$ cat src/rtl/dly_cal_pkg.sv
package dly_cal_pkg;

    // phases of the sample-qualification filter
    typedef enum logic [1:0] {
        F_OFF  = 2'd0,
        F_WAIT = 2'd1,
        F_RUN  = 2'd2
    } flt_ph_e;

    // sweep sequencer states
    typedef enum logic {
        S_IDLE  = 1'b0,
        S_SWEEP = 1'b1
    } seq_st_e;

endpackage

$ cat src/rtl/dly_cal_filter.sv
// Waits SETTLE cycles after every arm, then accepts a level once CONFIRM
// consecutive identical samples have been seen.
module dly_cal_filter
    import dly_cal_pkg::*;
#(
    parameter int SETTLE  = 4,
    parameter int CONFIRM = 3
) (
    input  logic clk,
    input  logic rst,
    input  logic arm_i,
    input  logic smp_i,
    output logic acc_vld_o,
    output logic acc_lvl_o
);

    localparam int CNT_W = (SETTLE > 1) ? $clog2(SETTLE) : 1;
    localparam int RUN_W = $clog2(CONFIRM + 1);

    typedef struct packed {
        flt_ph_e            ph;
        logic [CNT_W-1:0]   cnt;
        logic [RUN_W-1:0]   run;
        logic               lvl;
    } flt_t;

    flt_t flt_q, flt_d;

    always_comb begin
        flt_d     = flt_q;
        acc_vld_o = 1'b0;
        unique case (flt_q.ph)
            F_WAIT: begin
                if (flt_q.cnt == CNT_W'(SETTLE - 1)) begin
                    flt_d.ph  = F_RUN;
                    flt_d.run = '0;
                end else begin
                    flt_d.cnt = flt_q.cnt + CNT_W'(1);
                end
            end
            F_RUN: begin
                if ((flt_q.run == '0) || (smp_i != flt_q.lvl)) begin
                    flt_d.lvl = smp_i;
                    flt_d.run = RUN_W'(1);
                end else begin
                    flt_d.run = flt_q.run + RUN_W'(1);
                end
                if (flt_d.run == RUN_W'(CONFIRM)) begin
                    acc_vld_o = 1'b1;
                    flt_d.ph  = F_OFF;
                end
            end
            default: ;
        endcase
        acc_lvl_o = flt_d.lvl;
        if (arm_i) begin
            flt_d.ph  = F_WAIT;
            flt_d.cnt = '0;
            flt_d.run = '0;
        end
    end

    always_ff @(posedge clk) begin
        if (rst) begin
            flt_q.ph  <= F_OFF;
            flt_q.cnt <= '0;
            flt_q.run <= '0;
            flt_q.lvl <= 1'b0;
        end else begin
            flt_q <= flt_d;
        end
    end

endmodule

$ cat src/rtl/dly_cal_seq.sv
// Steps the calibration tap, tracks level changes and decides commit or failure.
module dly_cal_seq
    import dly_cal_pkg::*;
#(
    parameter int TAP_W   = 5,
    parameter int DEF_TAP = 16
) (
    input  logic             clk,
    input  logic             rst,
    input  logic             start_i,
    input  logic             cont_i,
    input  logic             acc_vld_i,
    input  logic             acc_lvl_i,
    output logic             arm_o,
    output logic [TAP_W-1:0] cal_tap_o,
    output logic             commit_o,
    output logic             fail_o,
    output logic [TAP_W-1:0] centre_o
);

    localparam logic [TAP_W-1:0] TAP_MAX = '1;

    typedef struct packed {
        seq_st_e          st;
        logic [TAP_W-1:0] tap;
        logic             ref_lvl;
        logic             first;
        logic             have_e1;
        logic [TAP_W-1:0] e1;
    } seq_t;

    seq_t seq_q, seq_d;
    logic hit, finish;
    logic [TAP_W:0] span_sum;

    assign span_sum  = {1'b0, seq_q.e1} + {1'b0, seq_q.tap};
    assign centre_o  = span_sum[TAP_W:1];
    assign cal_tap_o = seq_q.tap;

    always_comb begin
        seq_d    = seq_q;
        arm_o    = 1'b0;
        commit_o = 1'b0;
        fail_o   = 1'b0;
        hit      = 1'b0;
        finish   = 1'b0;
        unique case (seq_q.st)
            S_IDLE: begin
                if (start_i) begin
                    seq_d.st      = S_SWEEP;
                    seq_d.tap     = '0;
                    seq_d.first   = 1'b1;
                    seq_d.have_e1 = 1'b0;
                    arm_o         = 1'b1;
                end
            end
            S_SWEEP: begin
                if (acc_vld_i) begin
                    hit           = !seq_q.first && (acc_lvl_i != seq_q.ref_lvl);
                    seq_d.first   = 1'b0;
                    seq_d.ref_lvl = acc_lvl_i;
                    if (hit && seq_q.have_e1) begin
                        commit_o = 1'b1;
                        finish   = 1'b1;
                    end else begin
                        if (hit) begin
                            seq_d.e1      = seq_q.tap;
                            seq_d.have_e1 = 1'b1;
                        end
                        if (seq_q.tap == TAP_MAX) begin
                            fail_o = 1'b1;
                            finish = 1'b1;
                        end else begin
                            seq_d.tap = seq_q.tap + TAP_W'(1);
                            arm_o     = 1'b1;
                        end
                    end
                    if (finish) begin
                        if (cont_i) begin
                            seq_d.tap     = '0;
                            seq_d.first   = 1'b1;
                            seq_d.have_e1 = 1'b0;
                            arm_o         = 1'b1;
                        end else begin
                            seq_d.st = S_IDLE;
                        end
                    end
                end
            end
            default: ;
        endcase
    end

    always_ff @(posedge clk) begin
        if (rst) begin
            seq_q.st      <= S_IDLE;
            seq_q.tap     <= TAP_W'(DEF_TAP);
            seq_q.ref_lvl <= 1'b0;
            seq_q.first   <= 1'b0;
            seq_q.have_e1 <= 1'b0;
            seq_q.e1      <= '0;
        end else begin
            seq_q <= seq_d;
        end
    end

endmodule

$ cat src/rtl/dly_cal_commit.sv
// Holds the committed data tap and fans it out to every data lane.
module dly_cal_commit #(
    parameter int TAP_W   = 5,
    parameter int NBITS   = 16,
    parameter int DEF_TAP = 16
) (
    input  logic                   clk,
    input  logic                   rst,
    input  logic                   commit_i,
    input  logic                   fail_i,
    input  logic [TAP_W-1:0]       centre_i,
    output logic [NBITS*TAP_W-1:0] data_tap_o,
    output logic                   done_o,
    output logic                   err_o
);

    typedef struct packed {
        logic [TAP_W-1:0] tap;
        logic             done;
        logic             err;
    } cmt_t;

    cmt_t cmt_q, cmt_d;

    always_comb begin
        cmt_d      = cmt_q;
        cmt_d.done = commit_i;
        cmt_d.err  = fail_i;
        if (commit_i) begin
            cmt_d.tap = centre_i;
        end
    end

    always_ff @(posedge clk) begin
        if (rst) begin
            cmt_q.tap  <= TAP_W'(DEF_TAP);
            cmt_q.done <= 1'b0;
            cmt_q.err  <= 1'b0;
        end else begin
            cmt_q <= cmt_d;
        end
    end

    for (genvar g = 0; g < NBITS; g++) begin : g_lane
        assign data_tap_o[g*TAP_W +: TAP_W] = cmt_q.tap;
    end

    assign done_o = cmt_q.done;
    assign err_o  = cmt_q.err;

endmodule

$ cat src/rtl/dly_cal_ctrl.sv
module dly_cal_ctrl #(
    parameter int NBITS   = 16,
    parameter int TAP_W   = 5,
    parameter int DEF_TAP = 16,
    parameter int SETTLE  = 4,
    parameter int CONFIRM = 3
) (
    input  logic                   clk,
    input  logic                   rst,
    input  logic                   start_i,
    input  logic                   cont_i,
    input  logic                   smp_i,
    output logic [TAP_W-1:0]       cal_tap_o,
    output logic [NBITS*TAP_W-1:0] data_tap_o,
    output logic                   done_o,
    output logic                   err_o
);

    logic             arm;
    logic             acc_vld;
    logic             acc_lvl;
    logic             commit;
    logic             fail;
    logic [TAP_W-1:0] centre;

    dly_cal_filter #(
        .SETTLE  (SETTLE),
        .CONFIRM (CONFIRM)
    ) u_filter (
        .clk       (clk),
        .rst       (rst),
        .arm_i     (arm),
        .smp_i     (smp_i),
        .acc_vld_o (acc_vld),
        .acc_lvl_o (acc_lvl)
    );

    dly_cal_seq #(
        .TAP_W   (TAP_W),
        .DEF_TAP (DEF_TAP)
    ) u_seq (
        .clk       (clk),
        .rst       (rst),
        .start_i   (start_i),
        .cont_i    (cont_i),
        .acc_vld_i (acc_vld),
        .acc_lvl_i (acc_lvl),
        .arm_o     (arm),
        .cal_tap_o (cal_tap_o),
        .commit_o  (commit),
        .fail_o    (fail),
        .centre_o  (centre)
    );

    dly_cal_commit #(
        .TAP_W   (TAP_W),
        .NBITS   (NBITS),
        .DEF_TAP (DEF_TAP)
    ) u_commit (
        .clk        (clk),
        .rst        (rst),
        .commit_i   (commit),
        .fail_i     (fail),
        .centre_i   (centre),
        .data_tap_o (data_tap_o),
        .done_o     (done_o),
        .err_o      (err_o)
    );

endmodule

$ cat config.mk
export PLATFORM = sky130hd
export DESIGN_NAME = dly_cal_ctrl
export DESIGN_NICKNAME = d
export VERILOG_FILES = /design/src/rtl/dly_cal_pkg.sv /design/src/rtl/dly_cal_filter.sv /design/src/rtl/dly_cal_seq.sv /design/src/rtl/dly_cal_commit.sv /design/src/rtl/dly_cal_ctrl.sv
export SDC_FILE = /design/constraint.sdc
export NUM_CORES = 1
export LEC_CHECK = 0
export BUFFER_PORTS_ARGS = -buffer_cell sky130_fd_sc_hd__buf_2
export CAP_MARGIN = 40
export CORE_MARGIN = 4
export CORE_UTILIZATION = 35
export CTS_BUF_LIST = sky130_fd_sc_hd__clkbuf_4 sky130_fd_sc_hd__clkbuf_8
export DETAILED_ROUTE_END_ITERATION = 6
export GPL_TIMING_DRIVEN = 0
export PLACE_DENSITY = 0.63
export SLEW_MARGIN = 20
export SYNTH_ARGS = -nofsm -noshare
export SYNTH_HDL_FRONTEND = slang
export SYNTH_SLANG_ARGS = --single-unit
$ cat constraint.sdc
create_clock -name clk -period 2 [get_ports clk]
set_input_delay 0.5 -clock clk [delete_from_list [all_inputs] [get_ports clk]]
set_output_delay 0.5 -clock clk [all_outputs]
set_load 0.03 [all_outputs]
==> reports/results.tsv <==
metric	value	unit
rows	27	
io_buffers	91	
cp_max_fo	6	
synth_xor_area_frac	0.0244	
hold_viol	0	
grt_overflow	0	
antennaDiodeCount	0	
fin_worst_skew	0.00782	ns
routed_wl	4620	um
synth-edff-count	0	
die_y	85.5	um
syn_area_per_cell	8.58	um2
grt_pass1_wl	7570	um
syn_nets	260	
max_freq	0.508	GHz
ys_top_cells_by_area	buf_4, dfxtp_1, ha_1	
worstSkewPairLatency	0.28	ns
dieArea	7310	um2
tns	0	ns
reg2reg_to	u_seq.cal_tap_o[2]	
tightest_slew	0.522	ns
rsz0062_at_grt	true	
yosysWarnings	0	
status	finished clean	
synth_top_family_by_area	buffers and inverters	
clk_path_buf_depth	2	
synth_adder_area_share	0.0631	
num_vias	1812	
relSlewSlack	0.652	
track_usage	0.123	
core-area	5680	um2
muxShareOfSynthArea	0.0625	
hp-class	reg2reg	
htreeDepth	1	
cts_buffers	3	
dp.final_hpwl	3530	um
place_ws	-0.301	ns
post-synth-top-area-fraction	0.289	
ff2ff_setup_slack	0.03	ns
drt_iter0_markers	69	
layout_min_cycle_time	1.97	ns
drt_pass1_iterations	4	
gp_congestion	0.795	
syn-instance-count	245	
ys_seq_area_frac	0.267	
yosys.area.top_type	buf_4	
cellLeakagePower	1.56	nW
worstHoldPathCells	2	
hp-start	u_filter.flt_q[2]	
synth_seq_cells	28	
nFillCells	543	
drc	0	
synth_area	2100	um2
path_clk_slew	0.10	ns
clock-sinks	28	
setup_ws	0.0297	ns
die_w	85.5	um
whs_endpoint	u_filter.flt_q[2]	
maxCapViolCount	0	
worstSetupPathType	reg2reg	
post-place-cells	408	
synthToLayoutAreaGrowth	35.2	%
synth_compound_area_frac	0.110	
finalCritPeriodShare	0.985	
yosysMostFrequentCell	buf_4	
antenna_found_initial	0	
synthArstFlopShare	0	
routed_via_density	4.28	
crit_required	2.20	ns
routedWlPerCell	10.9	um
crit_path_end_kind	flop	
layoutNonFillerInstCount	423	
synth_cell_types	43	
ant_nets	0	
fin_nets	367	
worstRegToRegCells	7	
grt_pass1_vias	1590	
synth_common_cells	buf_4, dfxtp_1, nor2_1	
arrival	2.17	ns
start_util	0.370	
finalMaxSlewViolations	0	
ir_drop	0.256	mV
critPathLaunchType	flop	
drive_gt1_frac	0.595	
holdWs	0.459	ns
finalSetupViolCount	0	
cts-root-buf	clkbuf_8	
powerDensity	377	nW/um2
grt_start_max_net_pins	18	
pin_count	92	
synthFlopType	dfxtp_1	
synth-simple-area-share	0.162	
cts_tree	yes	
finalPower	1.07	mW
timing.rr.start	u_filter.flt_q[5]	
[timing repair]
item / 4_1_cts / 5_1_grt
hold buffers: 0 / 0
setup buffers: 10 / 3
setup endpoints to repair: 22 / 24
pin swaps: 8 / 7
resized for setup: 11 / 6
[where the power goes]
part / switching [mW] / total [mW] / internal [mW]
Sequential: 0.0171 / 0.587 / 0.570
Combinational: 0.0717 / 0.134 / 0.0622
Clock: 0.175 / 0.351 / 0.176
Total: 0.263 / 1.07 / 0.809
[cells by family (layout without fill, tap and decap cells)]
family | after synthesis | in the layout
compound gates | 36 | 36
xor+xnor | 5 | 5
fa+ha+maj | 10 | 10
buf+inv | 93 | 199
flops | 28 | 28
mux | 11 | 11
simple gates | 62 | 62
[registers in the layout, summed over array words and instances (netlist names)]
name                 cells
u_commit.data_tap_o      5
u_commit.done_o          1
u_commit.err_o           1
u_filter.flt_q           7
u_seq.cal_tap_o          5
u_seq.seq_q              9
[cells in the final DEF (no fill, tap or decap), drive strengths merged]
cell type,count
o311ai,1
o221ai,1
fa,1
o21a,3
nor3,7
nor3b,2
o21ai,9
clkbuf,6
nand4,5
xnor2,4
inv,8
nand2,10
nand3,4
o211ai,3
nand2b,2
xor2,1
nand3b,1
a211oi,1
dfxtp,28
or4,1
mux2,1
and3b,3
or2,1
nor4,1
ha,9
and2,2
a21oi,15
nor2,19
mux2i,10
a21boi,1
and3,1
nor2b,3
buf,185
o31ai,2
[per-stage QoR]
step,utilization,area (um2)
CTS,0.496,2810
global route,0.501,2840
finish,0.501,2840
floorplan,-,2110
detailed placement,0.468,2660
global placement,0.468,2660
[worst max-delay path: stages, from the launching register on]
cell,delay [ns]
dfxtp_2,0.33
inv_2,0.07
ha_4,0.15
mux2i_4,0.32
mux2_4,0.37
o31ai_4,0.37
a21oi_1,0.12
nor3_1,0.16
[metal layers]
metal	wire, um	track usage	share of wire
met1	1930	0.150	0.42
met2	2170	0.210	0.47
met3	499	0.0442	0.11
met4	25	0.0259	0.0054
met5	0	0	0
[layout make-up]
class,instances,area (um2),area share
buffer,83,612,0.215
clock buffer,4,55.1,0.0194
multi-input combinational,124,931,0.328
timing repair buffer,104,553,0.195
sequential,28,568,0.200
tap,72,90.1,0.0317
inverter,8,32.5,0.0114
[how the worst max path moves through the flow]
stage                 startpoint            endpoint  slack (ns)  cells past startpoint
3_3_place_gp   u_filter.flt_q[5]   u_filter.flt_q[4]       -0.27                      8
3_5_place_dp   u_filter.flt_q[5]   u_filter.flt_q[4]       -0.30                      8
5_1_grt        u_filter.flt_q[5]  u_seq.cal_tap_o[2]       -0.11                      7
2_1_floorplan  u_filter.flt_q[1]      u_seq.seq_q[1]       -0.02                      8
6_report       u_filter.flt_q[5]  u_seq.cal_tap_o[2]        0.03                      7
4_1_cts        u_filter.flt_q[1]      u_seq.seq_q[4]       -0.01                      7
Note: power is estimated with default switching activity, not from simulation.
